===== src/rtl/subneg_flags.sv =====
module subneg_flags #(
  parameter int W = 32
) (
  input  logic         clk,
  input  logic         rst,
  input  logic         en,
  input  logic [1:0]   op,
  input  logic [1:0]   size,
  input  logic [W-1:0] src,
  input  logic [W-1:0] dst,
  input  logic         x_in,
  output logic [W-1:0] result_q,
  output logic [4:0]   flags_q
);
  localparam int FX = 4, FN = 3, FZ = 2, FV = 1, FC = 0;

  function automatic logic [W-1:0] size_mask(input logic [1:0] sz);
    case (sz)
      2'd0:    size_mask = W'(32'h0000_00FF);
      2'd1:    size_mask = W'(32'h0000_FFFF);
      default: size_mask = '1;
    endcase
  endfunction

  function automatic logic top_bit(input logic [W-1:0] v, input logic [1:0] sz);
    case (sz)
      2'd0:    top_bit = v[7];
      2'd1:    top_bit = v[15];
      default: top_bit = v[W-1];
    endcase
  endfunction

  logic [W-1:0] mask, s, d, minuend, subtrahend, res;
  logic         is_neg, is_ext, cin, sm, dm, rm, zero_now;
  logic         v_new, c_new, z_new;

  assign mask       = size_mask(size);
  assign s          = src & mask;
  assign d          = dst & mask;
  assign is_neg     = op[1];
  assign is_ext     = (op == 2'd0) || (op == 2'd3);
  assign cin        = is_ext & x_in;
  assign minuend    = is_neg ? '0 : d;
  assign subtrahend = is_neg ? d : s;
  assign res        = (minuend - subtrahend - W'(cin)) & mask;

  assign sm       = top_bit(s, size);
  assign dm       = top_bit(d, size);
  assign rm       = top_bit(res, size);
  assign zero_now = (res == '0);

  assign v_new = is_neg ? (dm & rm) : ((~sm & dm & ~rm) | (sm & ~dm & rm));
  assign c_new = is_neg ? (dm | rm) : ((sm & ~dm) | (rm & ~dm) | (sm & rm));
  assign z_new = is_ext ? (zero_now & flags_q[FZ]) : zero_now;

  always_ff @(posedge clk) begin
    if (rst) begin
      result_q <= '0;
      flags_q  <= '0;
    end else if (en) begin
      flags_q[FN] <= rm;
      flags_q[FZ] <= z_new;
      flags_q[FV] <= v_new;
      flags_q[FC] <= c_new;
      if (op != 2'd1) begin
        flags_q[FX] <= c_new;
        result_q    <= res;
      end
    end
  end

  AST_RESET_CLEARS: assert property (@(posedge clk) rst |=> (flags_q == '0 && result_q == '0));
  AST_HOLD_IDLE: assert property (@(posedge clk) disable iff (rst)
    !en |=> ($stable(flags_q) && $stable(result_q)));
  AST_CMP_KEEPS_X: assert property (@(posedge clk) disable iff (rst)
    (en && op == 2'd1) |=> ($stable(result_q) && $stable(flags_q[FX])));
  AST_X_FOLLOWS_C: assert property (@(posedge clk) disable iff (rst)
    (en && op != 2'd1) |=> (flags_q[FX] == flags_q[FC]));
  AST_N_IS_MSB: assert property (@(posedge clk) disable iff (rst)
    (en && op != 2'd1) |=> (flags_q[FN] == top_bit(result_q, $past(size))));
  AST_UPPER_ZERO: assert property (@(posedge clk) disable iff (rst)
    (en && op != 2'd1) |=> ((result_q & ~size_mask($past(size))) == '0));
  AST_STICKY_Z: assert property (@(posedge clk) disable iff (rst)
    (en && is_ext && !flags_q[FZ]) |=> !flags_q[FZ]);
endmodule


===== config.mk =====
export PLATFORM = sky130hd
export DESIGN_NAME = subneg_flags
export DESIGN_NICKNAME = d
export VERILOG_FILES = /design/src/rtl/subneg_flags.sv
export SDC_FILE = /design/constraint.sdc
export NUM_CORES = 1
export LEC_CHECK = 0
export CORE_UTILIZATION = 35
export DETAILED_ROUTE_END_ITERATION = 12
export DONT_BUFFER_PORTS = 1
export PLACE_DENSITY = 0.49
export SLEW_MARGIN = 20
export SYNTH_ARGS = -nofsm -noshare
export SYNTH_HDL_FRONTEND = slang
export SYNTH_SLANG_ARGS = --single-unit

===== constraint.sdc =====
create_clock -name clk -period 11 [get_ports clk]
set_clock_uncertainty 0.15 [all_clocks]
set_input_delay 1.1 -clock clk [delete_from_list [all_inputs] [get_ports clk]]
set_output_delay 1.1 -clock clk [all_outputs]
set_load 0.1 [all_outputs]

==> flow_metrics.env, run 1 <==
export IMPL_die_area_sq_um=12990
export IMPL_tightest_slew_ns=1.065
export IMPL_drt_iter0_drc=326
export IMPL_postRouteAntennaNets=0
export IMPL_root_buffer="clkbuf_16"
export IMPL_drv_cap=0
export IMPL_cts_made_buffers=5
export IMPL_clockBufferDepth=2
export IMPL_viasPerCell=5.321
export IMPL_cellLeakagePower_uw=0.002067
export IMPL_hold_path_class="in -> reg"
export IMPL_antenna_found_initial=0
export IMPL_cts_clk_slew_worst_paths_ns=0.06
export IMPL_syn_area_sq_um=4388
export IMPL_syn_nets=758
export IMPL_dp_hpwl_mm=9.724
export IMPL_start_kind="input port"
export IMPL_htree_levels=2
export IMPL_critPathMaxFanout=39
export IMPL_status="completed"
export IMPL_r2r_end="flags_q[2]"
export IMPL_min_to="result_q[14]"
export IMPL_r2r_start="flags_q[2]"
export IMPL_hold_path_depth=1
export IMPL_grt_pass1_wl_mm=19.98
export IMPL_ys_ff_latch=37
export IMPL_p_seq_share_pct=34.8
export IMPL_post_route_drc_count=0
export IMPL_slew_limit_headroom_pct=28.71
export IMPL_placementRows=40
export IMPL_core_sq_um=12110
export IMPL_vias=4124
export IMPL_grt_pass1_vias=3908
export IMPL_avgRoutedWirePerCell_microns=15.57
export IMPL_dieWidth_microns=114.0
export IMPL_cts_tree="done"
export IMPL_numPortBuffers=0
export IMPL_ys_seq_area_share_pct=16.88
export IMPL_max_clock_freq_mhz=213.2
export IMPL_routed_wl_mm=12.07
export IMPL_fin_crit_ns=4.690
export IMPL_power_density_nw_per_um2=162.8
export IMPL_power_switching_uw=374.1
export IMPL_p_int_uw=386.6
export IMPL_peakVddDrop_uv=67.01
export IMPL_clock_sinks=37
export IMPL_period_share_pct=42.64
export IMPL_grt_max_degree=40
export IMPL_hold_buffers=0
export IMPL_clkPwrFrac_pct=21.7
export IMPL_nets=739
export IMPL_mostFrequentLayoutCells="103 x nand2_1, 70 x nor2_1, 60 x inv_1, 59 x ha_1, 55 x a21oi_1"
export IMPL_post_cts_buffers=0
export IMPL_synthCells=625
export IMPL_critPathRequiredTime_ns=11.07
export IMPL_syn2layout_area_growth_pct=6.501
export IMPL_crit_path_end_kind="flop"
export IMPL_comb_power_share_pct=43.5
export IMPL_final_util_pct=38.58
export IMPL_synth_avg_cell_area_sq_um=7.021
export IMPL_finalSetupTns_ns=0
export IMPL_final_common_cell="nand2_1"
export IMPL_final_max_slew_viol_count=0
export IMPL_whs_ns=0.7365
export IMPL_finalSetupViolCount=0
export IMPL_diodes=0
export IMPL_swShare_pct=49.18
export IMPL_hold_viol_final=0
export IMPL_overflow=0
export IMPL_routabilityCongestion=0.8523
export IMPL_start_util_pct=36.23
export IMPL_r2r_setup_slack_ns=7.92
export IMPL_clk_latency_ns=0.28
export IMPL_cts_resized=0
export IMPL_grt_total_usage_pct=18.76
export IMPL_async_reset_ff_share_pct=0
export IMPL_min_from="rst"
export IMPL_synth_edf_count=0
export IMPL_drive_gt1_share_pct=5.437
export IMPL_rsz0062_at_grt="false"
export IMPL_ios=109
export IMPL_r2r_worst_path_cells=8
export IMPL_synthFlopType="dfxtp_1"
export IMPL_die_y_microns=114.0
export IMPL_worst_ep_arrival_time_ns=4.76
export IMPL_ys_types=59
export IMPL_synth_warnings=0
export IMPL_drtPass1Iterations=4
export IMPL_crit_type="in -> reg"
==> layer usage <==
layer | share of wire, % | GRT usage [%] | up-vias
li1 | - | - | 2117
met1 | 50 | 27.55 | 1878
met2 | 43 | 29.66 | 122
met3 | 6.6 | 2.922 | 7
met4 | 0.58 | 1.905 | 0
met5 | 0 | 0 | -
==> how the worst max path moves through the flow <==
| stage | from | end | slack, ns |
|---|---|---|---|
| 4_1_cts | size[1] | flags_q[4] | 5.88 |
| 5_1_grt | op[1] | result_q[29] | 5.91 |
| 3_5_place_dp | size[1] | flags_q[4] | 5.62 |
| 6_report | op[1] | flags_q[2] | 6.31 |
| 2_1_floorplan | op[1] | flags_q[1] | 6.02 |
| 3_3_place_gp | size[1] | flags_q[4] | 5.69 |
==> cell families after synthesis <==
group	after synthesis	share of synthesized area (%)
muxes	36	8.440
buffers and inverters	90	8.041
DFF	37	16.88
adders and majority gates	61	17.74
xor gates and xnor gates	27	5.389
and+or+nand+nor	231	22.98
AOI/OAI and AO/OA	143	20.53
==> power groups by stage <==
stage                     sequential (uW)  combinational [uW]  clock, uW
after floorplan                       263                 262          0
after global placement                267                 327          0
after detailed placement              267                 327          0
after CTS                             265                 330        169
after global routing                  266                 374        176
final                                 264                 331        165
==> metrics by stage <==
| stage | area, sq um | setup slack [ns] | power (uW) | cells |
|---|---|---|---|---|
| 2_1_floorplan | 4388 | 6.024 | 525.5 | 625 |
| 3_3_place_gp | 4499 | 5.693 | 593.4 | 767 |
| 3_5_place_dp | 4499 | 5.621 | 594.6 | 767 |
| 4_1_cts | 4671 | 5.885 | 763.5 | 775 |
| 5_1_grt | 4673 | 5.912 | 816.0 | 775 |
| 6_report | 4673 | 6.310 | 760.7 | 775 |
==> cells in the mapped netlist, types with 2 or more instances <==
| cell type | n | share of area, % |
|---|---|---|
| nand2_1 | 103 | 8.8 |
| nor2_1 | 71 | 6.1 |
| inv_1 | 60 | 5.1 |
| ha_1 | 59 | 17 |
| a21oi_1 | 55 | 6.3 |
| dfxtp_1 | 37 | 17 |
| mux2i_1 | 28 | 6.4 |
| o21ai_0 | 28 | 3.2 |
| clkbuf_1 | 22 | 1.9 |
| xnor2_1 | 17 | 3.4 |
| nand3_1 | 11 | 1.3 |
| a211oi_1 | 10 | 1.7 |
| nand4_1 | 10 | 1.4 |
| xor2_1 | 10 | 2.0 |
| nor3_1 | 9 | 1.0 |
| mux2_2 | 8 | 2.1 |
| a21o_1 | 7 | 1.2 |
| nor2b_1 | 6 | 0.86 |
| o21a_1 | 5 | 0.86 |
| o21bai_1 | 5 | 0.86 |
| a21oi_2 | 4 | 0.80 |
| a22oi_1 | 4 | 0.68 |
| o31ai_1 | 4 | 0.68 |
| and3_1 | 3 | 0.43 |
| and4_1 | 3 | 0.60 |
| buf_2 | 3 | 0.34 |
| or2_2 | 3 | 0.43 |
| a2111oi_0 | 2 | 0.40 |
| buf_1 | 2 | 0.17 |
| fa_1 | 2 | 0.91 |
| nand2b_1 | 2 | 0.29 |
| o21ai_1 | 2 | 0.23 |
| o32ai_1 | 2 | 0.40 |
| o41a_1 | 2 | 0.51 |
| or3_1 | 2 | 0.29 |
==> flip-flops by register name, indices dropped and copies added (netlist names) <==
| signal | cells |
|---|---|
| flags_q | 5 |
| result_q | 32 |
==> worst max-delay path: stages <==
cell and delay, ns:
clkinv_1 0.20, ha_1 0.37, nand2_1 0.10, fa_1 0.21
inv_1 0.06, fa_1 0.42, a21boi_0 0.34, o22ai_1 0.21
o31a_2 0.40, o21ai_1 0.22, a311oi_1 0.20, xor2_1 0.17
nor2_1 0.08, a2111oi_0 0.39, nand4_1 0.14, o21ai_1 0.13
==> layout make-up <==
| cell class | count | area [sq um] |
|---|---|---|
| Tap cell | 168 | 210.2 |
| Clock inverter | 3 | 46.29 |
| Timing Repair Buffer | 3 | 22.52 |
| Fill cell | 1366 | 7438 |
| Multi-Input combinational cell | 498 | 3299 |
| Sequential cell | 37 | 740.7 |
| Inverter | 61 | 229.0 |
| Clock buffer | 5 | 125.1 |
(Power assumes the default switching activity.)
==> run 2, diff against run 1 <==
--- a/config.mk
+++ b/config.mk
@@ -5,10 +5,11 @@
 export SDC_FILE = /design/constraint.sdc
 export NUM_CORES = 1
 export LEC_CHECK = 0
+export ABC_AREA = 1
 export CORE_UTILIZATION = 35
 export DETAILED_ROUTE_END_ITERATION = 12
 export DONT_BUFFER_PORTS = 1
-export PLACE_DENSITY = 0.49
+export PLACE_DENSITY = 0.51
 export SLEW_MARGIN = 20
 export SYNTH_ARGS = -nofsm -noshare
 export SYNTH_HDL_FRONTEND = slang
==> constraint.sdc (replaced) <==
create_clock -name clk -period 4.09 [get_ports clk]
set_clock_uncertainty 0.15 [all_clocks]
set_input_delay 0.409 -clock clk [delete_from_list [all_inputs] [get_ports clk]]
set_output_delay 0.409 -clock clk [all_outputs]
set_load 0.1 [all_outputs]
==> run 2 against run 1 <==
Cell count is 46% higher. Sequential share of layout area down 2.5 points. Clock power up 150%. Global-route usage grew 1.5 points. Non-clock buffer count is the same. Critical endpoint unchanged.
==> flow_metrics.env, run 2 <==
export IMPL_hold_viol_final=0
export IMPL_regArea_sq_um=740.7
export IMPL_crit_path_end_kind="flop"
export IMPL_cts_resized=0
export IMPL_ys_types=30
export IMPL_fin_crit_ns=3.334
export IMPL_start_kind="input port"
export IMPL_synth_top_cells_by_count="346 x nand2_1, 199 x inv_1, 60 x nand3_1"
export IMPL_routabilityCongestion=0.9099
export IMPL_final_max_slew_viol_count=0
export IMPL_synth_edf_count=0
export IMPL_start_util_pct=35.86
export IMPL_tightest_slew_ns=1.009
export IMPL_htree_levels=2
export IMPL_cts_clk_slew_worst_paths_ns=0.06
export IMPL_core_sq_um=14480
export IMPL_worst_ep_arrival_time_ns=3.41
export IMPL_die_area_sq_um=15330
export IMPL_period_share_pct=81.52
export IMPL_vias=5370
export IMPL_hold_buffers=0
export IMPL_nets=1082
export IMPL_dieWidth_microns=123.8
export IMPL_async_reset_ff_share_pct=0
export IMPL_grt_max_degree=46
export IMPL_drtPass1Iterations=5
export IMPL_post_route_drc_count=0
export IMPL_top_regs="result_q: 32 flops, flags_q: 5 flops"
export IMPL_final_common_cell="nand2_1"
export IMPL_status="completed"
export IMPL_peakVddDrop_uv=164.5
export IMPL_postRouteAntennaNets=0
export IMPL_r2r_setup_slack_ns=2.47
export IMPL_cellLeakagePower_uw=0.003314
export IMPL_cts_made_buffers=5
export IMPL_wl_met1_mm=7.101
export IMPL_clk_latency_ns=0.28
export IMPL_p_int_uw=1003
export IMPL_clkPwrFrac_pct=19.0
export IMPL_critPathRequiredTime_ns=4.16
export IMPL_cts_tree="done"
export IMPL_grt_total_usage_pct=20.27
export IMPL_swShare_pct=53.18
export IMPL_synth_top_area_cell="nand2_1"
export IMPL_dp_hpwl_mm=12.82
export IMPL_grt_pass1_vias=4905
export IMPL_overflow=0
export IMPL_ys_top_cells_by_area="nand2_1 25%, inv_1 14%, dfxtp_1 14%"
export IMPL_synthFlopType="dfxtp_1"
export IMPL_mostFrequentLayoutCells="346 x nand2_1, 199 x inv_1, 60 x nand3_1, 59 x ha_1, 57 x a21oi_1"
export IMPL_p_seq_share_pct=32.1
export IMPL_placementRows=44
export IMPL_numPortBuffers=0
export IMPL_drive_gt1_share_pct=5.579
export IMPL_syn_area_sq_um=5192
export IMPL_slew_limit_headroom_pct=32.61
export IMPL_grt_pass1_wl_mm=24.27
export IMPL_wl_met2_mm=7.295
export IMPL_synthCells=961
export IMPL_synth_warnings=0
export IMPL_largest_register_ffs=32
export IMPL_synth_top_area_share_pct=25.01
export IMPL_yosysMostFrequentCell="nand2_1"
export IMPL_die_y_microns=123.8
export IMPL_ios=109
export IMPL_finalSetupViolCount=0
export IMPL_clockBufferDepth=2
export IMPL_power_switching_uw=1140
export IMPL_finalSetupTns_ns=0
export IMPL_hold_path_class="in -> reg"
export IMPL_dr_max_layer_used="met4"
export IMPL_syn_nets=1094
export IMPL_post_cts_buffers=0
export IMPL_rsz0062_at_grt="false"
export IMPL_drv_cap=0
export IMPL_synth_avg_cell_area_sq_um=5.403
export IMPL_viasPerCell=4.735
export IMPL_regMostFlops="result_q"
export IMPL_clock_sinks=37
export IMPL_avgRoutedWirePerCell_microns=13.41
export IMPL_drt_iter0_drc=305
export IMPL_power_density_nw_per_um2=387.6
export IMPL_whs_ns=0.03927
export IMPL_ys_ff_latch=37
export IMPL_root_buffer="clkbuf_16"
export IMPL_syn2layout_area_growth_pct=6.506
export IMPL_postPlaceCellArea_sq_um=5373
export IMPL_diodes=0
export IMPL_fillCellCount=1690
export IMPL_routed_wl_mm=15.21
export IMPL_ys_seq_area_share_pct=14.27
export IMPL_final_area_sq_um=5530
export IMPL_comb_power_share_pct=48.9
export IMPL_crit_type="in -> reg"
export IMPL_max_clock_freq_mhz=299.9
export IMPL_multi_input_area_sq_um=3583
export IMPL_antenna_found_initial=0
export IMPL_wl_met3_microns=613
export IMPL_critPathMaxFanout=33
run 2: cell count changes after synthesis, moves of 8 or more:
cell      previous run  this run
nor2_1              71        55
nand2_1            103       346
nor3_1               9         0
mux2_2               8         0
xnor2_1             17         3
nand3_1             11        60
nor2_2               0         9
a211oi_1            10         0
mux2i_1             28         0
inv_1               60       199
o21ai_0             28        42
inv_2                0        10
nand2_2              0        13
run 2: critical path: stages:
cell and delay [ns]:
nor2_2 0.05, nor2_1 0.48, nand2_1 0.11, ha_1 0.30, inv_1 0.04, ha_1 0.37, nand2_1 0.17, inv_2 0.05
nand2_1 0.06, nand2_1 0.09, nand3b_1 0.27, o21ai_0 0.40, nand2_1 0.10, nor2_1 0.09, nand2_1 0.05, nor2_1 0.13
nand3_1 0.11, a21oi_2 0.11
run 2: final timing paths:
path | startpoint | endpoint | depth (start not counted)
max | size[1] | flags_q[2] | 18
min | rst | flags_q[1] | 1
max reg2reg | flags_q[2] | flags_q[2] | 2
min reg2reg | flags_q[1] | flags_q[1] | 2
run 2: kinds of logic after synthesis:
family	share of synthesized area, %
compound gates	11.45
buf+inv	16.92
xor+xnor	1.181
fa+ha+maj	14.99
simple gates	41.21
flops	14.27
run 2: metal layers:
metal | global-route usage, % | up-vias
met5 | 0 | -
met4 | 3.238 | 0
met1 | 25.33 | 2316
met3 | 3.022 | 13
li1 | - | 2928
met2 | 36.91 | 113
run 2: power by group through the flow:
stage	Clock [uW]	Sequential (uW)	Combinational, uW
2_1_floorplan	0	686	809
3_3_place_gp	0	695	1060
3_5_place_dp	0	695	1050
4_1_cts	407	688	1060
5_1_grt	429	692	1220
6_report	407	687	1050
run 2: per-stage QoR:
step / instances / total power [uW] / worst slack (ns) / utilization, %
after floorplan: 961 / 1496 / 0.7893 / -
after global routing: 1134 / 2340 / 0.4283 / 38.20
final: 1134 / 2143 / 0.7557 / 38.20
after global placement: 1126 / 1750 / 0.4166 / 37.11
after detailed placement: 1126 / 1749 / 0.4290 / 37.11
after CTS: 1134 / 2155 / 0.7174 / 38.20
run 2: final cells by class:
| type | count | area share (%) |
|---|---|---|
| repair buffers | 3 | 0.4072 |
| multi-input cells | 690 | 64.80 |
| clock buffers | 7 | 2.760 |
| flip-flops and latches | 37 | 13.39 |
| well taps | 184 | 4.163 |
| inverters | 212 | 14.39 |
| clock inverters | 1 | 0.09050 |
